File: src/rtl/obus_pkg.sv
package obus_pkg;

    typedef enum logic [1:0] {
        MODE_DECAY  = 2'b00,
        MODE_HOLD   = 2'b01,
        MODE_FORCE0 = 2'b10,
        MODE_FORCE1 = 2'b11
    } obus_mode_e;

    typedef enum logic {
        CELL_DECAYED = 1'b0,
        CELL_HELD    = 1'b1
    } cell_state_e;

endpackage

File: src/rtl/obus_drive_decode.sv
module obus_drive_decode #(
    parameter int unsigned W = 8
) (
    input  logic         cyc_stb,
    input  logic         cyc_wr,
    input  logic [W-1:0] bus_drv,
    output logic [W-1:0] drv_eff
);

    // Writes drive every line; reads drive only masked lines; idle drives none.
    always_comb begin
        if (!cyc_stb) begin
            drv_eff = '0;
        end else if (cyc_wr) begin
            drv_eff = '1;
        end else begin
            drv_eff = bus_drv;
        end
    end

endmodule

File: src/rtl/obus_bit_cell.sv
module obus_bit_cell
    import obus_pkg::*;
#(
    parameter int unsigned TIMEOUT_TICKS = 2
) (
    input  logic clk,
    input  logic rst_n,
    input  logic load,
    input  logic din,
    input  logic tick,
    input  logic hold,
    output logic kept_o
);

    localparam int unsigned AGE_W = (TIMEOUT_TICKS > 1) ? $clog2(TIMEOUT_TICKS) : 1;
    localparam logic [AGE_W-1:0] AGE_LAST = AGE_W'(TIMEOUT_TICKS - 1);

    cell_state_e      state_q, state_d;
    logic [AGE_W-1:0] age_q, age_d;
    logic             val_q, val_d;

    // State register
    always_ff @(posedge clk) begin
        if (!rst_n) begin
            state_q <= CELL_DECAYED;
            age_q   <= '0;
            val_q   <= 1'b0;
        end else begin
            state_q <= state_d;
            age_q   <= age_d;
            val_q   <= val_d;
        end
    end

    // Next-state logic
    always_comb begin
        state_d = state_q;
        age_d   = age_q;
        val_d   = val_q;
        unique case (state_q)
            CELL_DECAYED: begin
                if (load) begin
                    state_d = CELL_HELD;
                    val_d   = din;
                    age_d   = '0;
                end
            end
            CELL_HELD: begin
                if (load) begin
                    val_d = din;
                    age_d = '0;
                end else if (tick && !hold) begin
                    if (age_q == AGE_LAST) begin
                        state_d = CELL_DECAYED;
                        val_d   = 1'b0;
                        age_d   = '0;
                    end else begin
                        age_d = age_q + 1'b1;
                    end
                end
            end
        endcase
    end

    // Output logic
    always_comb begin
        unique case (state_q)
            CELL_DECAYED: kept_o = 1'b0;
            CELL_HELD:    kept_o = val_q;
        endcase
    end

endmodule

File: src/rtl/obus_resolve.sv
module obus_resolve
    import obus_pkg::*;
#(
    parameter int unsigned W = 8
) (
    input  logic [W-1:0] drv_eff,
    input  logic [W-1:0] bus_data,
    input  logic [W-1:0] kept,
    input  obus_mode_e   mode,
    output logic [W-1:0] rd_data
);

    logic [W-1:0] fill;

    always_comb begin
        unique case (mode)
            MODE_FORCE0: fill = '0;
            MODE_FORCE1: fill = '1;
            MODE_DECAY,
            MODE_HOLD:   fill = kept;
        endcase
        rd_data = (drv_eff & bus_data) | (~drv_eff & fill);
    end

endmodule

File: src/rtl/obus_latch.sv
module obus_latch
    import obus_pkg::*;
#(
    parameter int unsigned W             = 8,
    parameter int unsigned TIMEOUT_TICKS = 2
) (
    input  logic         clk,
    input  logic         rst_n,
    input  logic         cyc_stb,
    input  logic         cyc_wr,
    input  logic [W-1:0] bus_data,
    input  logic [W-1:0] bus_drv,
    input  logic         frame_tick,
    input  logic [1:0]   mode_sel,
    output logic [W-1:0] rd_data
);

    obus_mode_e   mode;
    logic [W-1:0] drv_eff;
    logic [W-1:0] kept_q;
    logic         hold;

    assign mode = obus_mode_e'(mode_sel);
    assign hold = (mode == MODE_HOLD);

    obus_drive_decode #(.W(W)) u_dec (
        .cyc_stb (cyc_stb),
        .cyc_wr  (cyc_wr),
        .bus_drv (bus_drv),
        .drv_eff (drv_eff)
    );

    for (genvar i = 0; i < W; i++) begin : g_line
        obus_bit_cell #(.TIMEOUT_TICKS(TIMEOUT_TICKS)) u_cell (
            .clk    (clk),
            .rst_n  (rst_n),
            .load   (drv_eff[i]),
            .din    (bus_data[i]),
            .tick   (frame_tick),
            .hold   (hold),
            .kept_o (kept_q[i])
        );
    end

    obus_resolve #(.W(W)) u_res (
        .drv_eff  (drv_eff),
        .bus_data (bus_data),
        .kept     (kept_q),
        .mode     (mode),
        .rd_data  (rd_data)
    );

endmodule

File: config.mk
export PLATFORM = sky130hd
export DESIGN_NAME = obus_latch
export DESIGN_NICKNAME = d
export VERILOG_FILES = /design/src/rtl/obus_pkg.sv /design/src/rtl/obus_drive_decode.sv /design/src/rtl/obus_bit_cell.sv /design/src/rtl/obus_resolve.sv /design/src/rtl/obus_latch.sv
export SDC_FILE = /design/constraint.sdc
export NUM_CORES = 1
export LEC_CHECK = 0
export BUFFER_PORTS_ARGS = -buffer_cell sky130_fd_sc_hd__clkbuf_2
export CAP_MARGIN = 20
export CORE_MARGIN = 2
export CORE_UTILIZATION = 30
export CTS_BUF_LIST = sky130_fd_sc_hd__clkbuf_2 sky130_fd_sc_hd__clkbuf_4 sky130_fd_sc_hd__clkbuf_8
export CTS_CLUSTER_SIZE = 40
export DETAILED_ROUTE_END_ITERATION = 12
export SLEW_MARGIN = 15
export SYNTH_ARGS = -nofsm -noshare
export SYNTH_HDL_FRONTEND = slang
export SYNTH_SLANG_ARGS = --single-unit
export TNS_END_PERCENT = 100
File: constraint.sdc
create_clock -name clk -period 1.7 [get_ports clk]
set_clock_uncertainty 0.2 [all_clocks]
set_input_delay 0.34 -clock clk [delete_from_list [all_inputs] [get_ports clk]]
set_output_delay 0.34 -clock clk [all_outputs]
set_load 0.02 [all_outputs]
==> results of run 1 <==
==> power by group <==
group          internal (mW)  switching [mW]  total, mW
Clock                  0.158           0.166      0.324
Sequential             0.595          0.0264      0.621
Combinational          0.140           0.170      0.310
==> synthesized netlist by cell type <==
cell type,instances,area [um^2]
o21a_1,8,60.1
nand2_1,24,90.1
nor3b_1,8,60.1
nor2b_1,1,6.26
or3_1,8,50.1
nor2b_4,1,13.8
buf_2,4,20.0
o21ai_0,16,80.1
nand3_1,8,40.0
a21oi_1,16,80.1
o21ai_1,6,30.0
inv_1,1,3.75
nor2_1,8,30.0
o21ai_2,2,17.5
and2_1,1,6.26
buf_6,1,11.3
a31oi_1,16,100
o22ai_1,8,50.1
clkbuf_1,5,18.8
dfxtp_1,24,480
==> worst max-delay path, stage by stage <==
cell and delay [ns]:
clkbuf_2 0.10, inv_1 0.09, buf_12 0.15, a31oi_2 0.09
a21oi_1 0.15, clkbuf_4 0.18
==> layer usage <==
metal  vias to the layer above  share of wire, %  track usage, %
li1                        697                 -               -
met1                       606                49            21.5
met2                        40                45            22.8
met3                         2               6.0            1.95
met4                         0              0.57            3.75
met5                         -                 0               0
==> registers in the layout, indices dropped and copies added, names as in the netlist <==
register	count
g_line.u_cell.age_q	8
g_line.u_cell.state_q	8
g_line.u_cell.val_q	8
==> how the worst max path moves through the flow <==
stage                      end        start  cells past startpoint  slack [ns]
CTS                 rd_data[6]      cyc_stb                      4       0.002
global route        rd_data[1]       cyc_wr                      5       0.001
detailed placement  rd_data[6]       cyc_wr                      5       -0.06
finish              rd_data[4]  mode_sel[1]                      6        0.05
global placement    rd_data[4]  mode_sel[1]                      6       -0.04
floorplan           rd_data[1]       cyc_wr                      4        0.04
==> stage by stage <==
step                setup slack (ns)  cells  hold slack [ns]  setup TNS, ns
global route                 0.00116    258            0.126              0
floorplan                     0.0368    166            0.238              0
finish                        0.0547    258            0.124              0
global placement             -0.0432    256            0.258         -0.225
CTS                          0.00187    259            0.121              0
detailed placement           -0.0563    256            0.264         -0.318
==> layout by cell type, fill, tap and decap left out <==
| master | count |
|---|---|
| inv_1 | 1 |
| nand3_1 | 8 |
| buf_2 | 2 |
| nor2b_1 | 1 |
| a31oi_2 | 4 |
| o22ai_1 | 8 |
| nor2_1 | 8 |
| dfxtp_1 | 24 |
| o21ai_2 | 5 |
| a31oi_1 | 10 |
| clkbuf_8 | 3 |
| a21oi_1 | 15 |
| nor3b_1 | 8 |
| a21oi_2 | 1 |
| o21a_1 | 8 |
| clkbuf_2 | 22 |
| or3_1 | 8 |
| nor2b_4 | 1 |
| buf_4 | 21 |
| a31oi_4 | 2 |
| clkbuf_4 | 2 |
| nand2_1 | 24 |
| o21ai_0 | 16 |
| o21ai_4 | 3 |
| and2_4 | 1 |
| buf_12 | 2 |
==> final cells by class <==
type,count,area [um^2]
Clock buffer,3,41.3
Fill cell,403,2260
Inverter,1,3.75
Multi-Input combinational cell,131,821
Sequential cell,24,480
Tap cell,50,62.6
Timing Repair Buffer,49,333
==> logic make-up after synthesis <==
logic type / after synthesis / share of synthesized area [%]
compound gates: 72 / 33.5
buf+inv: 11 / 4.31
flops: 24 / 38.5
simple gates: 59 / 23.7
==> what timing repair did <==
| action | 4_1_cts | 5_1_grt |
|---|---|---|
| pin swaps | 0 | 1 |
| endpoints found under the setup margin | 8 | 8 |
| gates resized for setup | 11 | 20 |
==> impl_metrics.py, run 1 <==
metrics = {
    "worst_hold_path": {
        "whs_path_depth": 3,
        "min-delay-start": "bus_data[5]",
        "hold_path_end": "g_line[5].u_cell.val_q",
        "hold_class": "in -> reg",
    },
    "sta": {
        "maxClockFrequency_mhz": 608,
        "fin_crit_sh_pct": 96.8,
        "rsz0062_at_grt": "no",
        "slew_viol_final": 0,
        "setup_violations": 0,
        "tightest_slew_ns": 0.265,
        "maxSlewHeadroom_pct": 82.4,
        "fin_crit_ns": 1.65,
        "hold_viol": 0,
    },
    "cells_and_area": {
        "design_area_um2": 1740,
        "area_growth_pct": 39.5,
        "n_antenna_cell": 0,
        "fin_nets": 233,
        "fin_util_pct": 43.5,
        "drive_gt1_share_pct": 33.2,
    },
    "placed_design": {
        "portBuffers": 30,
        "dp_hpwl_um": 2370,
        "place_area_um2": 1600,
        "place.gp.congestion": 0.793,
    },
    "synthesis": {
        "synthCells": 166,
        "synth-seq-cells": 24,
        "yosysUniqueCellTypes": 20,
        "syn_area_um2": 1250,
        "synth_fp_nets": 189,
        "syn_area_per_cell_um2": 7.52,
        "yosysWarningCount": 0,
        "synth-seq-area-share_pct": 38.5,
    },
    "setup_path": {
        "path_max_fanout": 8,
        "timing.rr.start": "g_line[3].u_cell.state_q",
        "rrSetupSlack_ns": 0.48,
        "crit_required_ns": 1.16,
        "cp_data_arrival_time_ns": 1.11,
        "path_class": "in -> out",
        "r2r_cells": 3,
        "r2r_end": "g_line[3].u_cell.age_q",
        "critPathCaptureType": "output port",
        "critPathLaunchType": "primary input",
    },
    "power_and_ir_drop": {
        "leakagePower_nw": 0.663,
        "ir_drop_uv": 269,
        "power_mw": 1.25,
        "cellPowerDensity_nw_per_um2": 721,
    },
    "clocking": {
        "cts-root-buf": "clkbuf_8",
        "cts_setup_buffers": 0,
        "cts.sinks": 24,
        "insertion_delay_ns": 0.25,
        "hold_buffers": 0,
        "cts.path.max_buffers": 2,
        "path_clk_slew_ns": 0.08,
        "tritoncts": "yes",
        "cts_buffers": 3,
        "htree_levels": 1,
    },
    "outcome": {
        "status": "finished, final reports clean",
    },
    "floorplanning": {
        "initial_core_util_pct": 31.2,
        "coreArea_um2": 4000,
        "rows": 23,
        "dieArea_um2": 4690,
        "die_y_um": 68.5,
        "ios": 31,
        "fp.dieW_um": 68.5,
    },
    "global_routing": {
        "grt-ovfl-total": 0,
        "grt_pass1_vias": 1147,
        "grt_pass1_wl_um": 5300,
        "grt_max_degree": 25,
        "grt_usage_pct": 14.7,
        "grt_antenna_before_repair": 0,
    },
    "detailed_routing": {
        "via_count": 1345,
        "ant_nets": 0,
        "drt-vias-per-instance": 5.21,
        "post_drt_wl_per_cell_um": 12.9,
        "wl_um": 3340,
        "drcViolationCount": 0,
        "dr.pass1.iters": 5,
        "drt-initial-drc-count": 51,
    },
    "flow_run": {
        "max_cap_violations": 0,
    },
}
Note: power is estimated with default switching activity, not from simulation.
==> run 2, diff against run 1 <==
--- a/config.mk
+++ b/config.mk
@@ -8,7 +8,7 @@
 export BUFFER_PORTS_ARGS = -buffer_cell sky130_fd_sc_hd__clkbuf_2
 export CAP_MARGIN = 20
 export CORE_MARGIN = 2
-export CORE_UTILIZATION = 30
+export CORE_UTILIZATION = 25
 export CTS_BUF_LIST = sky130_fd_sc_hd__clkbuf_2 sky130_fd_sc_hd__clkbuf_4 sky130_fd_sc_hd__clkbuf_8
 export CTS_CLUSTER_SIZE = 40
 export DETAILED_ROUTE_END_ITERATION = 12
==> run 2 against run 1 <==
Against the previous run:
- flip-flop and latch count is the same
- cell area grew 0.14%
- critical path depth is the same
- sequential share of layout area is essentially flat
- highest routed layer unchanged
- largest cell class unchanged
==> impl_metrics.py, run 2 (same netlist as run 1, synthesis figures left out) <==
metrics = {
    "worst_hold_path": {
        "whs_path_depth": 3,
        "min-delay-start": "bus_data[5]",
        "hold_class": "in -> reg",
    },
    "setup_path": {
        "rrSetupSlack_ns": 0.52,
        "r2r_end": "g_line[2].u_cell.age_q",
        "path_class": "in -> out",
        "endpoint": "rd_data[4]",
        "crit_required_ns": 1.16,
        "timing.rr.start": "g_line[2].u_cell.state_q",
        "critPathLaunchType": "primary input",
        "critPathLaunch": "mode_sel[1]",
        "critPathCaptureType": "output port",
        "path_max_fanout": 8,
        "r2r_cells": 3,
        "cp_data_arrival_time_ns": 1.14,
    },
    "detailed_routing": {
        "dr.pass1.iters": 4,
        "ant_nets": 0,
        "drt-vias-per-instance": 4.86,
        "drt-initial-drc-count": 107,
        "post_drt_wl_per_cell_um": 12.0,
        "drcViolationCount": 0,
        "wl_um": 3320,
        "via_count": 1342,
    },
    "floorplanning": {
        "coreArea_um2": 4750,
        "dieArea_um2": 5580,
        "die_y_um": 74.7,
        "rows": 25,
        "fp.dieW_um": 74.7,
        "initial_core_util_pct": 26.3,
        "ios": 31,
    },
    "sta": {
        "hold_viol": 0,
        "slew_viol_final": 0,
        "fin_crit_sh_pct": 98.7,
        "maxClockFrequency_mhz": 596,
        "setup_violations": 0,
        "tightest_slew_ns": 0.660,
        "layout_setup_ws_ns": 0.0217,
        "rsz0062_at_grt": "yes",
        "maxSlewHeadroom_pct": 55.9,
        "fin_crit_ns": 1.68,
    },
    "clocking": {
        "cts.path.max_buffers": 2,
        "insertion_delay_ns": 0.26,
        "cts.sinks": 24,
        "tritoncts": "yes",
        "hold_buffers": 0,
        "path_clk_slew_ns": 0.08,
        "cts-root-buf": "clkbuf_8",
        "cts_buffers": 3,
        "htree_levels": 1,
    },
    "placed_design": {
        "place.gp.congestion": 0.743,
        "place_ws_ns": -0.101,
        "dp_hpwl_um": 2340,
        "placed_cells": 272,
        "portBuffers": 30,
    },
    "cells_and_area": {
        "n_antenna_cell": 0,
        "drive_gt1_share_pct": 32.1,
        "final_cells": 276,
        "final_cell_mix": "24 x nand2_1, 23 x dfxtp_1, 23 x clkbuf_2, 19 x buf_4, 16 x o21ai_0",
        "layout_commonest_cell": "nand2_1",
        "area_growth_pct": 39.7,
        "fin_nets": 233,
        "top_regs": "g_line.u_cell.age_q x8, g_line.u_cell.state_q x8, g_line.u_cell.val_q x8",
    },
    "global_routing": {
        "grt_pass1_vias": 1186,
        "grt_antenna_before_repair": 0,
        "grt-ovfl-total": 0,
        "grt_usage_pct": 12.6,
        "grt_pass1_wl_um": 5460,
        "grt_max_degree": 33,
    },
    "power_and_ir_drop": {
        "cellPowerDensity_nw_per_um2": 751,
        "leakagePower_nw": 0.669,
        "ir_drop_uv": 600,
        "power_mw": 1.31,
    },
    "flow_run": {
        "max_cap_violations": 0,
    },
    "outcome": {
        "status": "finished, final reports clean",
    },
}
run 2: cell types whose count changed in the layout (fill, tap and decap cells not counted), sizes merged:
cell    before  now
clkbuf      27   28
run 2: layout make-up:
| cell class | instances | area (um^2) |
|---|---|---|
| clock buffer | 4 | 55.1 |
| fill | 518 | 3010 |
| inverter | 1 | 3.75 |
| multi-input combinational | 131 | 779 |
| sequential | 24 | 482 |
| tap | 67 | 83.8 |
| timing repair buffer | 49 | 340 |
run 2: power by group:
group | leakage (nW) | switching, mW | internal (mW) | total (mW)
registers | 0.198 | 0.0237 | 0.595 | 0.619
logic | 0.443 | 0.165 | 0.137 | 0.302
clock network | 0.0288 | 0.183 | 0.207 | 0.390
run 2: worst min-delay path by stage:
stage	end	slack [ns]
after floorplan	g_line[0].u_cell.state_q	0.24
after global placement	g_line[3].u_cell.state_q	0.25
after detailed placement	g_line[0].u_cell.state_q	0.26
after CTS	g_line[5].u_cell.val_q	0.11
after global routing	g_line[6].u_cell.val_q	0.12
final	g_line[5].u_cell.val_q	0.11
run 2: through the flow:
| step | TNS, ns | instance area (um^2) | hold slack (ns) | utilization, % |
|---|---|---|---|---|
| 3_3_place_gp | -0.944 | 1610 | 0.252 | 33.9 |
| 4_1_cts | 0 | 1710 | 0.110 | 36.1 |
| 5_1_grt | -0.133 | 1740 | 0.118 | 36.7 |
| 6_report | 0 | 1740 | 0.114 | 36.7 |
| 3_5_place_dp | -0.992 | 1610 | 0.260 | 33.9 |
| 2_1_floorplan | 0 | 1250 | 0.238 | - |
run 2: worst max-delay path, cell delays in order:
cell,delay (ns)
clkbuf_2,0.10
and2_4,0.16
buf_12,0.14
a31oi_2,0.15
a21oi_1,0.09
buf_4,0.16
run 2: repair_timing:
item                                    CTS  global route
buffers inserted                          0             0
endpoints found under the setup margin    8             8
gates resized for setup                  10            14
cloned                                    0             0
pin swaps                                 2             0
endpoints found under the hold margin     0             0
run 2: metal layers:
metal | share of wire (%) | global-route usage [%] | up-vias
li1 | - | - | 698
met1 | 49 | 17.5 | 602
met5 | 0 | 0 | -
met3 | 8.4 | 3.35 | 2
met2 | 42 | 20.3 | 40
met4 | 0.63 | 1.79 | 0
==> run 3, diff against run 2 <==
--- a/config.mk
+++ b/config.mk
@@ -12,6 +12,7 @@
 export CTS_BUF_LIST = sky130_fd_sc_hd__clkbuf_2 sky130_fd_sc_hd__clkbuf_4 sky130_fd_sc_hd__clkbuf_8
 export CTS_CLUSTER_SIZE = 40
 export DETAILED_ROUTE_END_ITERATION = 12
+export MAX_ROUTING_LAYER = met4
 export SLEW_MARGIN = 15
 export SYNTH_ARGS = -nofsm -noshare
 export SYNTH_HDL_FRONTEND = slang
==> run 3 against run 2 <==
Against the previous run:
- highest routed layer unchanged
- cell area is the same
- critical endpoint unchanged
- largest cell class unchanged
- flip-flop and latch count unchanged
- worst hold slack is essentially flat
==> impl_metrics.py, run 3 (same netlist as run 1, synthesis figures left out) <==
metrics = {
    "sta": {
        "tns_ns": 0,
        "hold_viol": 0,
        "tightest_slew_ns": 0.659,
        "slew_viol_final": 0,
        "maxSlewHeadroom_pct": 56.0,
        "layout_setup_ws_ns": 0.0217,
        "setup_violations": 0,
        "rsz0062_at_grt": "yes",
        "fin_crit_sh_pct": 98.7,
        "fin_crit_ns": 1.68,
        "maxClockFrequency_mhz": 596,
    },
    "placed_design": {
        "place_ws_ns": -0.101,
        "place.gp.congestion": 0.753,
        "portBuffers": 30,
        "dp_hpwl_um": 2340,
        "place_area_um2": 1610,
        "placed_cells": 272,
    },
    "cells_and_area": {
        "design_area_um2": 1740,
        "area_growth_pct": 39.7,
        "final_cells": 276,
        "n_antenna_cell": 0,
        "top_regs": "g_line.u_cell.age_q x8, g_line.u_cell.state_q x8, g_line.u_cell.val_q x8",
        "final_cell_mix": "24 x nand2_1, 23 x dfxtp_1, 23 x clkbuf_2, 19 x buf_4, 16 x o21ai_0",
        "drive_gt1_share_pct": 32.1,
        "layout_commonest_cell": "nand2_1",
        "fin_nets": 233,
    },
    "floorplanning": {
        "die_y_um": 74.7,
        "fp.dieW_um": 74.7,
        "ios": 31,
        "coreArea_um2": 4750,
        "initial_core_util_pct": 26.3,
        "rows": 25,
        "dieArea_um2": 5580,
    },
    "global_routing": {
        "grt-ovfl-total": 0,
        "grt_antenna_before_repair": 0,
        "grt_usage_pct": 13.0,
        "grt_pass1_wl_um": 5450,
        "grt_max_degree": 33,
        "grt_pass1_vias": 1187,
    },
    "setup_path": {
        "critPathLaunchType": "primary input",
        "cp_data_arrival_time_ns": 1.14,
        "critPathCaptureType": "output port",
        "slowest_stage": "and2_4",
        "max_stage_delay_ns": 0.16,
        "path_class": "in -> out",
        "path_cells": "clkbuf_2 -> and2_4 -> buf_12 -> a31oi_2 -> a21oi_1 -> buf_4",
        "crit_required_ns": 1.16,
        "path_max_fanout": 8,
    },
    "power_and_ir_drop": {
        "clockPowerShare_pct": 29.7,
        "power_mw": 1.31,
        "switching_share_pct": 28.3,
        "pwr-share-seq_pct": 47.2,
        "p_int_mw": 0.939,
        "power.switching_mw": 0.372,
        "comb_power_share_pct": 23.0,
        "cellPowerDensity_nw_per_um2": 751,
        "ir_drop_uv": 600,
        "leakagePower_nw": 0.669,
    },
    "clocking": {
        "path_clk_slew_ns": 0.08,
        "insertion_delay_ns": 0.26,
        "cts_buffers": 3,
        "hold_buffers": 0,
        "cts.sinks": 24,
        "tritoncts": "yes",
        "cts.path.max_buffers": 2,
        "cts-root-buf": "clkbuf_8",
        "htree_levels": 1,
    },
    "detailed_routing": {
        "wl_um": 3320,
        "ant_nets": 0,
        "drt-initial-drc-count": 108,
        "post_drt_wl_per_cell_um": 12.0,
        "dr.pass1.iters": 4,
        "drt-vias-per-instance": 4.86,
        "drcViolationCount": 0,
        "via_count": 1342,
    },
    "flow_run": {
        "max_cap_violations": 0,
    },
    "outcome": {
        "status": "finished, final reports clean",
    },
    "worst_hold_path": {
        "hold_class": "in -> reg",
    },
}
==> run 3: stage by stage <==
| step | hold WS [ns] | utilization, % |
|---|---|---|
| after floorplan | 0.238 | - |
| after CTS | 0.110 | 36.1 |
| after global routing | 0.118 | 36.7 |
| after detailed placement | 0.260 | 33.9 |
| final | 0.114 | 36.7 |
| after global placement | 0.252 | 33.9 |
==> run 3: routing by layer <==
| metal | vias to the layer above | part of all wire, % | global-route usage (%) |
|---|---|---|---|
| li1 | 698 | - | - |
| met1 | 600 | 49 | 17.5 |
| met2 | 42 | 42 | 20.3 |
| met3 | 2 | 8.4 | 3.35 |
| met4 | 0 | 0.51 | 1.79 |
| met5 | - | 0 | - |
==> run 3: critical path: cells and delay by family <==
family | cells | cell delay (ns)
buffers and inverters | 3 | 0.40
AOI/OAI and AO/OA | 2 | 0.24
and+or+nand+nor | 1 | 0.16
==> run 3: cell type report <==
class	instances	area, um^2
well taps	67	83.8
clock buffers	4	55.1
inverters	1	3.75
flip-flops and latches	24	482
fillers	518	3010
repair buffers	49	340
multi-input cells	131	779
==> run 3: worst paths after layout <==
check                                               from                       end  slack (ns)  depth (start not counted)
worst max-delay path                         mode_sel[1]                rd_data[4]        0.02                          6
worst min-delay path                         bus_data[5]    g_line[5].u_cell.val_q        0.11                          3
worst max register to register  g_line[2].u_cell.state_q    g_line[2].u_cell.age_q        0.52                          3
worst min register to register    g_line[0].u_cell.age_q  g_line[0].u_cell.state_q        0.27                          1
==> run 3: timing repair <==
action	4_1_cts	5_1_grt
gates cloned	0	0
gates resized for setup	10	14
setup buffers	0	0
pin swaps	2	0
setup endpoints to repair	8	8
==> run 3: power groups by stage <==
stage	Combinational, mW	Sequential, mW	Clock (mW)
4_1_cts	0.294	0.618	0.396
6_report	0.302	0.619	0.390
3_3_place_gp	0.281	0.628	0
5_1_grt	0.335	0.623	0.416
2_1_floorplan	0.159	0.623	0
3_5_place_dp	0.281	0.629	0
